**src/rtl/spi_rb_pkg.sv**
```systemverilog
// Shared constants, the decoded frame body and readback helpers.
// Assumes a 16-bit frame: two ignored top bits, then the body.
package spi_rb_pkg;
    localparam int FRAME_W   = 16;
    localparam int PAY_W     = 10;
    localparam int ADDR_W    = 3;
    localparam int SLOT_W    = ADDR_W + 1;
    localparam int NUM_SLOTS = 1 << SLOT_W;
    localparam int BODY_W    = 1 + ADDR_W + PAY_W;

    localparam logic [ADDR_W-1:0] ADDR_SELECT = 3'b000;
    localparam logic [ADDR_W-1:0] ADDR_UNUSED = 3'b011;

    typedef struct packed {
        logic              bank;
        logic [ADDR_W-1:0] addr;
        logic [PAY_W-1:0]  pay;
    } body_t;

    // Readback word: zero top bits, slot identity, then the payload.
    function automatic logic [FRAME_W-1:0] mk_word(logic [SLOT_W-1:0] slot,
                                                   logic [PAY_W-1:0] pay);
        return {{(FRAME_W-SLOT_W-PAY_W){1'b0}}, slot, pay};
    endfunction

    // A slot holds storage unless its address is the select or unused one.
    function automatic logic slot_writable(int s);
        logic [ADDR_W-1:0] a;
        a = ADDR_W'(s);
        return (a != ADDR_SELECT) && (a != ADDR_UNUSED);
    endfunction
endpackage

```
**src/rtl/spi_rb_sync.sv**
```systemverilog
// Multi-stage synchronizer for a small bus of asynchronous pins.
// Assumes the pins change slowly against clk (several cycles per level).
module spi_rb_sync #(
    parameter int             W       = 3,
    parameter int             STAGES  = 2,
    parameter logic [W-1:0]   RST_VAL = '0
) (
    input  logic         clk,
    input  logic         rst_n,
    input  logic [W-1:0] d,
    output logic [W-1:0] q
);
    logic [STAGES-1:0][W-1:0] stg;

    generate
        if (STAGES == 1) begin : g_one
            // Single capture stage.
            always_ff @(posedge clk) begin
                if (!rst_n) stg <= {STAGES{RST_VAL}};
                else        stg <= d;
            end
        end else begin : g_chain
            // Shift chain: stage 0 captures the pins, the last stage feeds q.
            always_ff @(posedge clk) begin
                if (!rst_n) stg <= {STAGES{RST_VAL}};
                else        stg <= {stg[STAGES-2:0], d};
            end
        end
    endgenerate

    assign q = stg[STAGES-1];
endmodule

```
**src/rtl/spi_rb_shift.sv**
```systemverilog
// Serial engine: detects chip-select and SCLK edges on synchronized pins,
// runs one shift register for both directions, and raises a one-cycle
// write strobe at chip-select rise for frames of a nonzero multiple of 16.
// Assumes mode 0 (SCLK idle low) and that CSB and SCLK never move together.
module spi_rb_shift import spi_rb_pkg::*; (
    input  logic               clk,
    input  logic               rst_n,
    input  logic               csb_s,
    input  logic               sclk_s,
    input  logic               si_s,
    input  logic               frame_ok,
    input  logic [FRAME_W-1:0] load_word,
    output logic               so,
    output logic               wr_vld,
    output logic [BODY_W-1:0]  wr_body
);
    localparam int CNT_W = $clog2(FRAME_W);

    logic               csb_d, sclk_d;
    logic [FRAME_W-1:0] sr;
    logic [CNT_W-1:0]   bit_lo;
    logic               seen_full;
    logic               so_q;
    logic               csb_fall, csb_rise, sclk_rise, sclk_fall;

    assign csb_fall  =  csb_d & ~csb_s;
    assign csb_rise  = ~csb_d &  csb_s;
    assign sclk_rise = ~csb_s & ~sclk_d &  sclk_s;
    assign sclk_fall = ~csb_s &  sclk_d & ~sclk_s;

    // Edge history of the synchronized pins.
    always_ff @(posedge clk) begin
        if (!rst_n) begin
            csb_d  <= 1'b1;
            sclk_d <= 1'b0;
        end else begin
            csb_d  <= csb_s;
            sclk_d <= sclk_s;
        end
    end

    // Shift register and bit counter: load at select, shift on rising SCLK.
    always_ff @(posedge clk) begin
        if (!rst_n) begin
            sr        <= '0;
            bit_lo    <= '0;
            seen_full <= 1'b0;
        end else if (csb_fall) begin
            sr        <= load_word;
            bit_lo    <= '0;
            seen_full <= 1'b0;
        end else if (sclk_rise) begin
            sr     <= {sr[FRAME_W-2:0], si_s};
            bit_lo <= bit_lo + 1'b1;
            if (bit_lo == CNT_W'(FRAME_W-1)) seen_full <= 1'b1;
        end
    end

    // Output bit: first bit at select, next bits on falling SCLK, 0 when idle.
    always_ff @(posedge clk) begin
        if (!rst_n)         so_q <= 1'b0;
        else if (csb_fall)  so_q <= load_word[FRAME_W-1];
        else if (csb_rise)  so_q <= 1'b0;
        else if (sclk_fall) so_q <= sr[FRAME_W-1];
    end

    assign so      = so_q;
    assign wr_vld  = csb_rise & frame_ok & seen_full & (bit_lo == '0);
    assign wr_body = sr[BODY_W-1:0];

    // after a full cycle deselected, SO is low.
    assert_so_idle_R2: assert property (@(posedge clk) disable iff (!rst_n)
        (csb_s && csb_d) |-> (so_q == 1'b0));

    // SO only moves on a select edge or a falling SCLK.
    assert_so_moves_on_edges_R3: assert property (@(posedge clk) disable iff (!rst_n)
        !(csb_fall || csb_rise || sclk_fall) |=> $stable(so_q));
endmodule

```
**src/rtl/spi_rb_regs.sv**
```systemverilog
// Register bank and readback selection. Decodes a committed frame body:
// address 000 is the read-select command, address 011 is unused, all other
// {bank, addr} pairs hold a 10-bit payload. Builds the readback word.
// Assumes wr_vld is a single-cycle strobe with wr_body stable alongside it.
module spi_rb_regs import spi_rb_pkg::*; #(
    parameter logic [SLOT_W-1:0] DEF_SEL = 4'b0001,
    parameter logic [PAY_W-1:0]  REG_DEF = '0
) (
    input  logic                       clk,
    input  logic                       rst_n,
    input  logic                       regs_clr_n,
    input  logic                       wr_vld,
    input  logic [BODY_W-1:0]          wr_body,
    output logic [NUM_SLOTS*PAY_W-1:0] cfg_q,
    output logic [SLOT_W-1:0]          rb_sel,
    output logic [FRAME_W-1:0]         rb_word
);
    body_t             cmd;
    logic              is_sel;
    logic [SLOT_W-1:0] sel_q;
    logic [PAY_W-1:0]  slot_q [NUM_SLOTS];
    logic [PAY_W-1:0]  rb_pay;

    assign cmd    = body_t'(wr_body);
    assign is_sel = wr_vld && (cmd.addr == ADDR_SELECT);

    // Readback selection: updated by a read-select unless it names 011.
    always_ff @(posedge clk) begin
        if (!rst_n || !regs_clr_n)
            sel_q <= DEF_SEL;
        else if (is_sel && (cmd.pay[ADDR_W-1:0] != ADDR_UNUSED))
            sel_q <= {cmd.bank, cmd.pay[ADDR_W-1:0]};
    end

    // Payload slots: written by a committed frame that names them.
    always_ff @(posedge clk) begin
        for (int s = 0; s < NUM_SLOTS; s++) begin
            if (!rst_n || !regs_clr_n)
                slot_q[s] <= slot_writable(s) ? REG_DEF : '0;
            else if (wr_vld && slot_writable(s) && ({cmd.bank, cmd.addr} == SLOT_W'(s)))
                slot_q[s] <= cmd.pay;
        end
    end

    generate
        for (genvar g = 0; g < NUM_SLOTS; g++) begin : g_flat
            assign cfg_q[g*PAY_W +: PAY_W] = slot_q[g];
        end
    endgenerate

    assign rb_pay  = (sel_q[ADDR_W-1:0] == ADDR_SELECT) ? PAY_W'(sel_q) : slot_q[sel_q];
    assign rb_word = mk_word(sel_q, rb_pay);
    assign rb_sel  = sel_q;

    // registers hold unless a frame commits or a restore is requested.
    assert_regs_hold_R4: assert property (@(posedge clk) disable iff (!rst_n)
        (!wr_vld && regs_clr_n) |=> $stable(cfg_q));

    // selection moves only on a read-select command or a restore.
    assert_sel_hold_R5: assert property (@(posedge clk) disable iff (!rst_n)
        (!is_sel && regs_clr_n) |=> $stable(sel_q));

    // the unused address is never the selection.
    assert_sel_not_unused_R6: assert property (@(posedge clk) disable iff (!rst_n)
        sel_q[ADDR_W-1:0] != ADDR_UNUSED);

    // a write to the unused address leaves every slot unchanged.
    assert_unused_write_R6: assert property (@(posedge clk) disable iff (!rst_n)
        (wr_vld && (cmd.addr == ADDR_UNUSED) && regs_clr_n) |=> $stable(cfg_q));
endmodule

```
**src/rtl/spi_readback_slave.sv**
```systemverilog
// Top: synchronizes the serial pins, runs the serial engine and the
// register bank. Outputs trail pin changes by SYNC_STAGES + 1 clk cycles.
// Assumes each SCLK level lasts at least SYNC_STAGES + 2 clk cycles.
module spi_readback_slave import spi_rb_pkg::*; #(
    parameter int                SYNC_STAGES = 2,
    parameter logic [SLOT_W-1:0] DEF_SEL     = 4'b0001
) (
    input  logic                       clk,
    input  logic                       rst_n,
    input  logic                       regs_clr_n,
    input  logic                       spi_sclk,
    input  logic                       spi_csb,
    input  logic                       spi_si,
    input  logic                       frame_ok,
    output logic                       spi_so,
    output logic [NUM_SLOTS*PAY_W-1:0] cfg_q,
    output logic [SLOT_W-1:0]          rb_sel
);
    logic [2:0]         pins_s;
    logic               wr_vld;
    logic [BODY_W-1:0]  wr_body;
    logic [FRAME_W-1:0] rb_word;

    spi_rb_sync #(.W(3), .STAGES(SYNC_STAGES), .RST_VAL(3'b100)) u_sync (
        .clk   (clk),
        .rst_n (rst_n),
        .d     ({spi_csb, spi_sclk, spi_si}),
        .q     (pins_s)
    );

    spi_rb_shift u_shift (
        .clk       (clk),
        .rst_n     (rst_n),
        .csb_s     (pins_s[2]),
        .sclk_s    (pins_s[1]),
        .si_s      (pins_s[0]),
        .frame_ok  (frame_ok),
        .load_word (rb_word),
        .so        (spi_so),
        .wr_vld    (wr_vld),
        .wr_body   (wr_body)
    );

    spi_rb_regs #(.DEF_SEL(DEF_SEL)) u_regs (
        .clk        (clk),
        .rst_n      (rst_n),
        .regs_clr_n (regs_clr_n),
        .wr_vld     (wr_vld),
        .wr_body    (wr_body),
        .cfg_q      (cfg_q),
        .rb_sel     (rb_sel),
        .rb_word    (rb_word)
    );
endmodule

```
**config.mk**
```make
export PLATFORM = sky130hd
export DESIGN_NAME = spi_readback_slave
export DESIGN_NICKNAME = d
export VERILOG_FILES = /design/src/rtl/spi_rb_pkg.sv /design/src/rtl/spi_rb_sync.sv /design/src/rtl/spi_rb_shift.sv /design/src/rtl/spi_rb_regs.sv /design/src/rtl/spi_readback_slave.sv
export SDC_FILE = /design/constraint.sdc
export NUM_CORES = 1
export LEC_CHECK = 0
export BUFFER_PORTS_ARGS = -buffer_cell sky130_fd_sc_hd__buf_2
export CORE_MARGIN = 1
export CORE_UTILIZATION = 56
export CTS_BUF_LIST = sky130_fd_sc_hd__clkbuf_4 sky130_fd_sc_hd__clkbuf_8
export CTS_CLUSTER_SIZE = 8
export DETAILED_ROUTE_END_ITERATION = 8
export PLACE_DENSITY = 0.82
export SYNTH_ARGS = -nofsm -noshare
export SYNTH_HDL_FRONTEND = slang
export SYNTH_HIERARCHICAL = 1
export SYNTH_SLANG_ARGS = --single-unit
```
**constraint.sdc**
```tcl
create_clock -name clk -period 3.6 [get_ports clk]
set_input_delay 0.18 -clock clk [delete_from_list [all_inputs] [get_ports clk]]
set_output_delay 0.18 -clock clk [all_outputs]
set_load 0.01 [all_outputs]
```
### Word-level counts from Yosys, hierarchy flattened

Memory sizes are Yosys's and may differ from the RTL's. A register that Yosys moved wholly into a read port is not among the register bits.
Cells that the tools add are included.

| word-level totals | value |
|---|---|
| memories kept | 1 |
| bits in registers | 34 |
| logic and storage cells | 131 |
| bits of input ports | 7 |
| bits in writable memories | 160 |

| operators by class | value |
|---|---|
| reduce and logical (&&, ||, !) cells | 24 |
| add/sub/neg operators | 1 |
| equality and inequality tests | 14 |
| bitwise gates (word level) | 26 |
| muxes and demuxes | 55 |

Memory list:

| name | depth | bits a word | read ports | clocked after Yosys merged registers in | wr ports | line | source |
|---|---|---|---|---|---|---|---|
| u_regs.slot_q | 16 | 10 | 17 | 1 | 16 | spi_rb_regs.sv:21 | `logic [PAY_W-1:0] slot_q [NUM_SLOTS];` |

Operator list:

| kind | number |
|---|---|
| $mux 10 | 13 |
| $mux 1 | 38 |
| $eq 4x4->1 const B | 7 |
| $mux 14 | 2 |
| $eq 4x3->1 const B | 4 |
| $logic_and 1x1->1 | 14 |
| $or 1x1->1 | 12 |
| $and 1x1->1 | 9 |
| $mux 4 | 2 |
| $logic_not 3->1 | 2 |
| $not 1->1 | 5 |
| $add 4x1->4 const B | 1 |
| $eq 4x1->1 const B | 1 |
| $eq 4x2->1 const B | 1 |
| $logic_not 4->1 | 1 |
| $ne 3x2->1 const B | 1 |
| $reduce_or 3->1 | 1 |
| $logic_not 1->1 | 2 |
| $reduce_and 2->1 | 1 |
| $reduce_bool 2->1 | 1 |
| $reduce_or 2->1 | 1 |
| $logic_or 1x1->1 | 1 |

### Logic depth before layout (Yosys ltp)

| depth | value |
|---|---|
| depth in word-level cells | 10 |
| gate-level depth with buffers | 9 |
| depth with buffers taken out | 8 |

### Modules after synthesis

The synthesis kept the hierarchy.

Modules (own cells, without submodules):

| module | cells an instance | instances | area each (µm²) |
|---|---|---|---|
| spi_rb_regs | 470 | 1 | 6331.1 |
| spi_rb_shift | 146 | 1 | 1162.4 |
| spi_rb_sync | 15 | 1 | 180.2 |

### Worst setup path after synthesis

Ideal clock, no wire load.

| path | value |
|---|---|
| kind | reg-to-reg |
| start point | reg u_sync.stg (netlist bit u_sync/q[2]) |
| end point | mem u_regs.slot_q[10][0], enable pin |
| setup slack | 0.770 ns |
| arrival | 2.439 ns |
| library setup time | 0.391 ns |
| path buffers | 2 |
| required time | 3.209 ns |
| cell stages (with the launch flop) | 8 |
| path through | dfxtp_1 -> buf_4 -> ha_1 -> nand4b_1 -> nor3b_1 -> or3b_1 -> buf_2 -> o21ai_0 |

RTL lines:

| element | line | source |
|---|---|---|
| start: declaration | spi_rb_sync.sv:13 | `logic [STAGES-1:0][W-1:0] stg;` |
| start signal: assignment | spi_rb_sync.sv:25 | `if (!rst_n) stg <= {STAGES{RST_VAL}};` |
| start signal: assignment | spi_rb_sync.sv:26 | `else stg <= {stg[STAGES-2:0], d};` |
| end: declaration | spi_rb_regs.sv:21 |  |

==> out/metrics.yaml <==
syn_to_final_growth_pct: 11.77
cts_setup_buffers: 0
yosys-top-cells-area: "edfxtp_1 47%, dfxtp_1 9.9%, and2_1 9.3%, buf_4 6.6%, mux4_2 5.9%"
worst-slew-pin-transition_ns: 1.252
peakVddDrop_v: 0.0002246
cts_buffers: 17
fin_crit_ns: 2.865
fin_cells: 926
slowest_delay_ns: 0.74
dp_slack_ns: 0.8353
netlist_instances: 631
synth_seq_cells: 158
leakagePower_uw: 0.003585
yosys_warnings: 6
ios: 172
clk_pin_slew_worst_paths_ns: 0.08
dieWidth_um: 119.1
syn-cell-area_mm2: 0.007674
fillerInstances: 1015
cts_tree: "built"
grt_pass1_vias: 5023
synthFlopType: "edfxtp_1"
drv_cap: 0
endpoint_kind: "register"
drt-total-wl_mm: 18.48
synth_top_area_frac: 0.4696
yosysUniqueCellTypes: 48
core_mm2: 0.01330
die_h_um: 119.1
min_path_type: "input port to register"
antennaDiodeCount: 0
critical_path_buf_inv_count: 0
initial_utilization: 0.5772
synth_edf_count: 120
first_iter_violations: 578
finalSetupTns_ns: 0
crit_path_top_delay_cell: "nor3_1"
clock-sinks: 158
syn_area_per_cell_um2: 12.16
rows: 42
postRouteAntennaNets: 0
path_max_fanout: 9
grt_pass1_wl_mm: 27.94
layout_commonest_cell: "buf_2"
crit_family: "simple AND/OR/NAND/NOR gates"
avgRoutedWirePerCell_um: 19.96
overflow: 0
htree_levels: 4
port_buffers: 131
ys_seq_area_frac: 0.5687
vias_per_cell: 5.774
rsz0062_at_grt: "no"
crit_type: "register to register"
clockBufferDepth: 2
drc: 0
min_period_over_period: 0.7957
fin_ws_ns: 0.7354
place_congestion: 0.8952
fmax_mhz: 349.1
hold_violations: 0
crit_path_start_kind: "register"
skew_ns: 0.01121
dpl.hpwl_mm: 13.15
place_inst: 891
antenna_found_initial: 0
fin_util: 0.6451
setup_viol: 0
synthArstFlopShare: 0
power_density_mw_per_mm2: 429.9
worstPathArrival_ns: 3.18
num_vias: 5347
max_slew_margin: 0.1617
design.die.area_mm2: 0.01418
nNetsFinal: 748
layout_common_cells: "131 x buf_2, 120 x edfxtp_1, 114 x and2_1"
insertion_delay_ns: 0.45
drtPass1Iterations: 6
status: "finished clean"
worstPathRequired_ns: 3.91
synth_top_cell_by_area: "edfxtp_1"
grt_use_total: 0.2666
drv_slew: 0
grt_start_max_net_pins: 43
cp_cell_sequence: "ha_1, nand4b_1, nor3b_1, nand4_2, nor3_1, and2_1"
total_power_uw: 3688
clockRootBuffer: "clkbuf_8"
drive_above_1_share: 0.2813
-- worst reg2reg max path, stage by stage (launching register included) --
cell	delay, ns
dfxtp_1	0.43
ha_1	0.20
nand4b_1	0.11
nor3b_1	0.68
nand4_2	0.34
nor3_1	0.75
and2_1	0.24
-- state kept, by name (all words and copies together), names as in the netlist, named ones only --
signal,flops
u_shift/seen_full,1
u_sync/stg,3
u_shift/so,1
u_shift/sclk_d,1
u_regs/slot_q,120
u_shift/bit_lo,4
u_sync/q,3
u_shift/csb_d,1
u_regs/rb_sel,4
u_shift/sr,16
-- routing by layer --
layer,track usage,vias up,part of all wire
met1,0.3438,2560,0.37
met2,0.4342,368,0.49
li1,-,2386,-
met4,0.1060,0,0.021
met5,0,-,0
met3,0.06370,33,0.11
-- area by class of cell --
cell class	instances	area (µm²)	area share
Clock buffer	17	234.0	0.02728
Clock inverter	15	161.4	0.01882
Timing Repair Buffer	150	805.8	0.09395
Inverter	9	33.78	0.003939
Tap cell	176	220.2	0.02567
Multi-Input combinational cell	401	2758	0.3215
Sequential cell	158	4364	0.5088
-- worst paths after layout --
kind,from,cells after the start,slack (ns),end
hold / removal,rst_n,2,0.12,u_shift/csb_d
setup / recovery,u_sync/q[2],6,0.74,u_regs/slot_q[12][0]
hold reg to reg,u_sync/stg[2],1,0.41,u_sync/q[2]
setup reg to reg,u_sync/q[2],6,0.74,u_regs/slot_q[12][0]
-- synth_stat cells (10+ instances only) --
| library cell | count |
|---|---|
| nor3_1 | 11 |
| a21oi_1 | 45 |
| o211a_1 | 10 |
| mux2i_1 | 10 |
| nor2_1 | 11 |
| buf_2 | 12 |
| and2_1 | 114 |
| buf_4 | 67 |
| clkbuf_1 | 20 |
| dfxtp_1 | 38 |
| nand2_1 | 40 |
| o21ai_0 | 28 |
| mux4_2 | 20 |
| edfxtp_1 | 120 |
-- power breakdown --
group	internal (µW)	switching, µW
sequential	2040	83.9
combinational	106	168
clock	625	668
-- timing repair --
action                     4_1_cts  5_1_grt
setup endpoints to repair        0        0
hold endpoints to repair         3        0
hold buffers                     3        0
gates resized for setup          0        0
-- through the flow --
step	cell area (µm²)	hold WS [ns]
floorplan	7828	0.2530
global placement	8152	0.3651
detailed placement	8152	0.3690
CTS	8577	0.1014
global route	8577	0.1151
finish	8577	0.1233
-- cell families (layout without fill, tap and decap cells) --
| family | after synthesis | in the layout | share of synthesized area |
|---|---|---|---|
| compound gates | 113 | 113 | 0.09506 |
| xor+xnor | 1 | 1 | 0.001142 |
| fa+ha+maj | 4 | 4 | 0.006522 |
| buf+inv | 113 | 191 | 0.09196 |
| flops | 158 | 158 | 0.5687 |
| mux | 30 | 30 | 0.07174 |
| other cells | 1 | 42 | 0.0004887 |
| simple gates | 211 | 211 | 0.1644 |
Power figures use the tool's default switching activity.
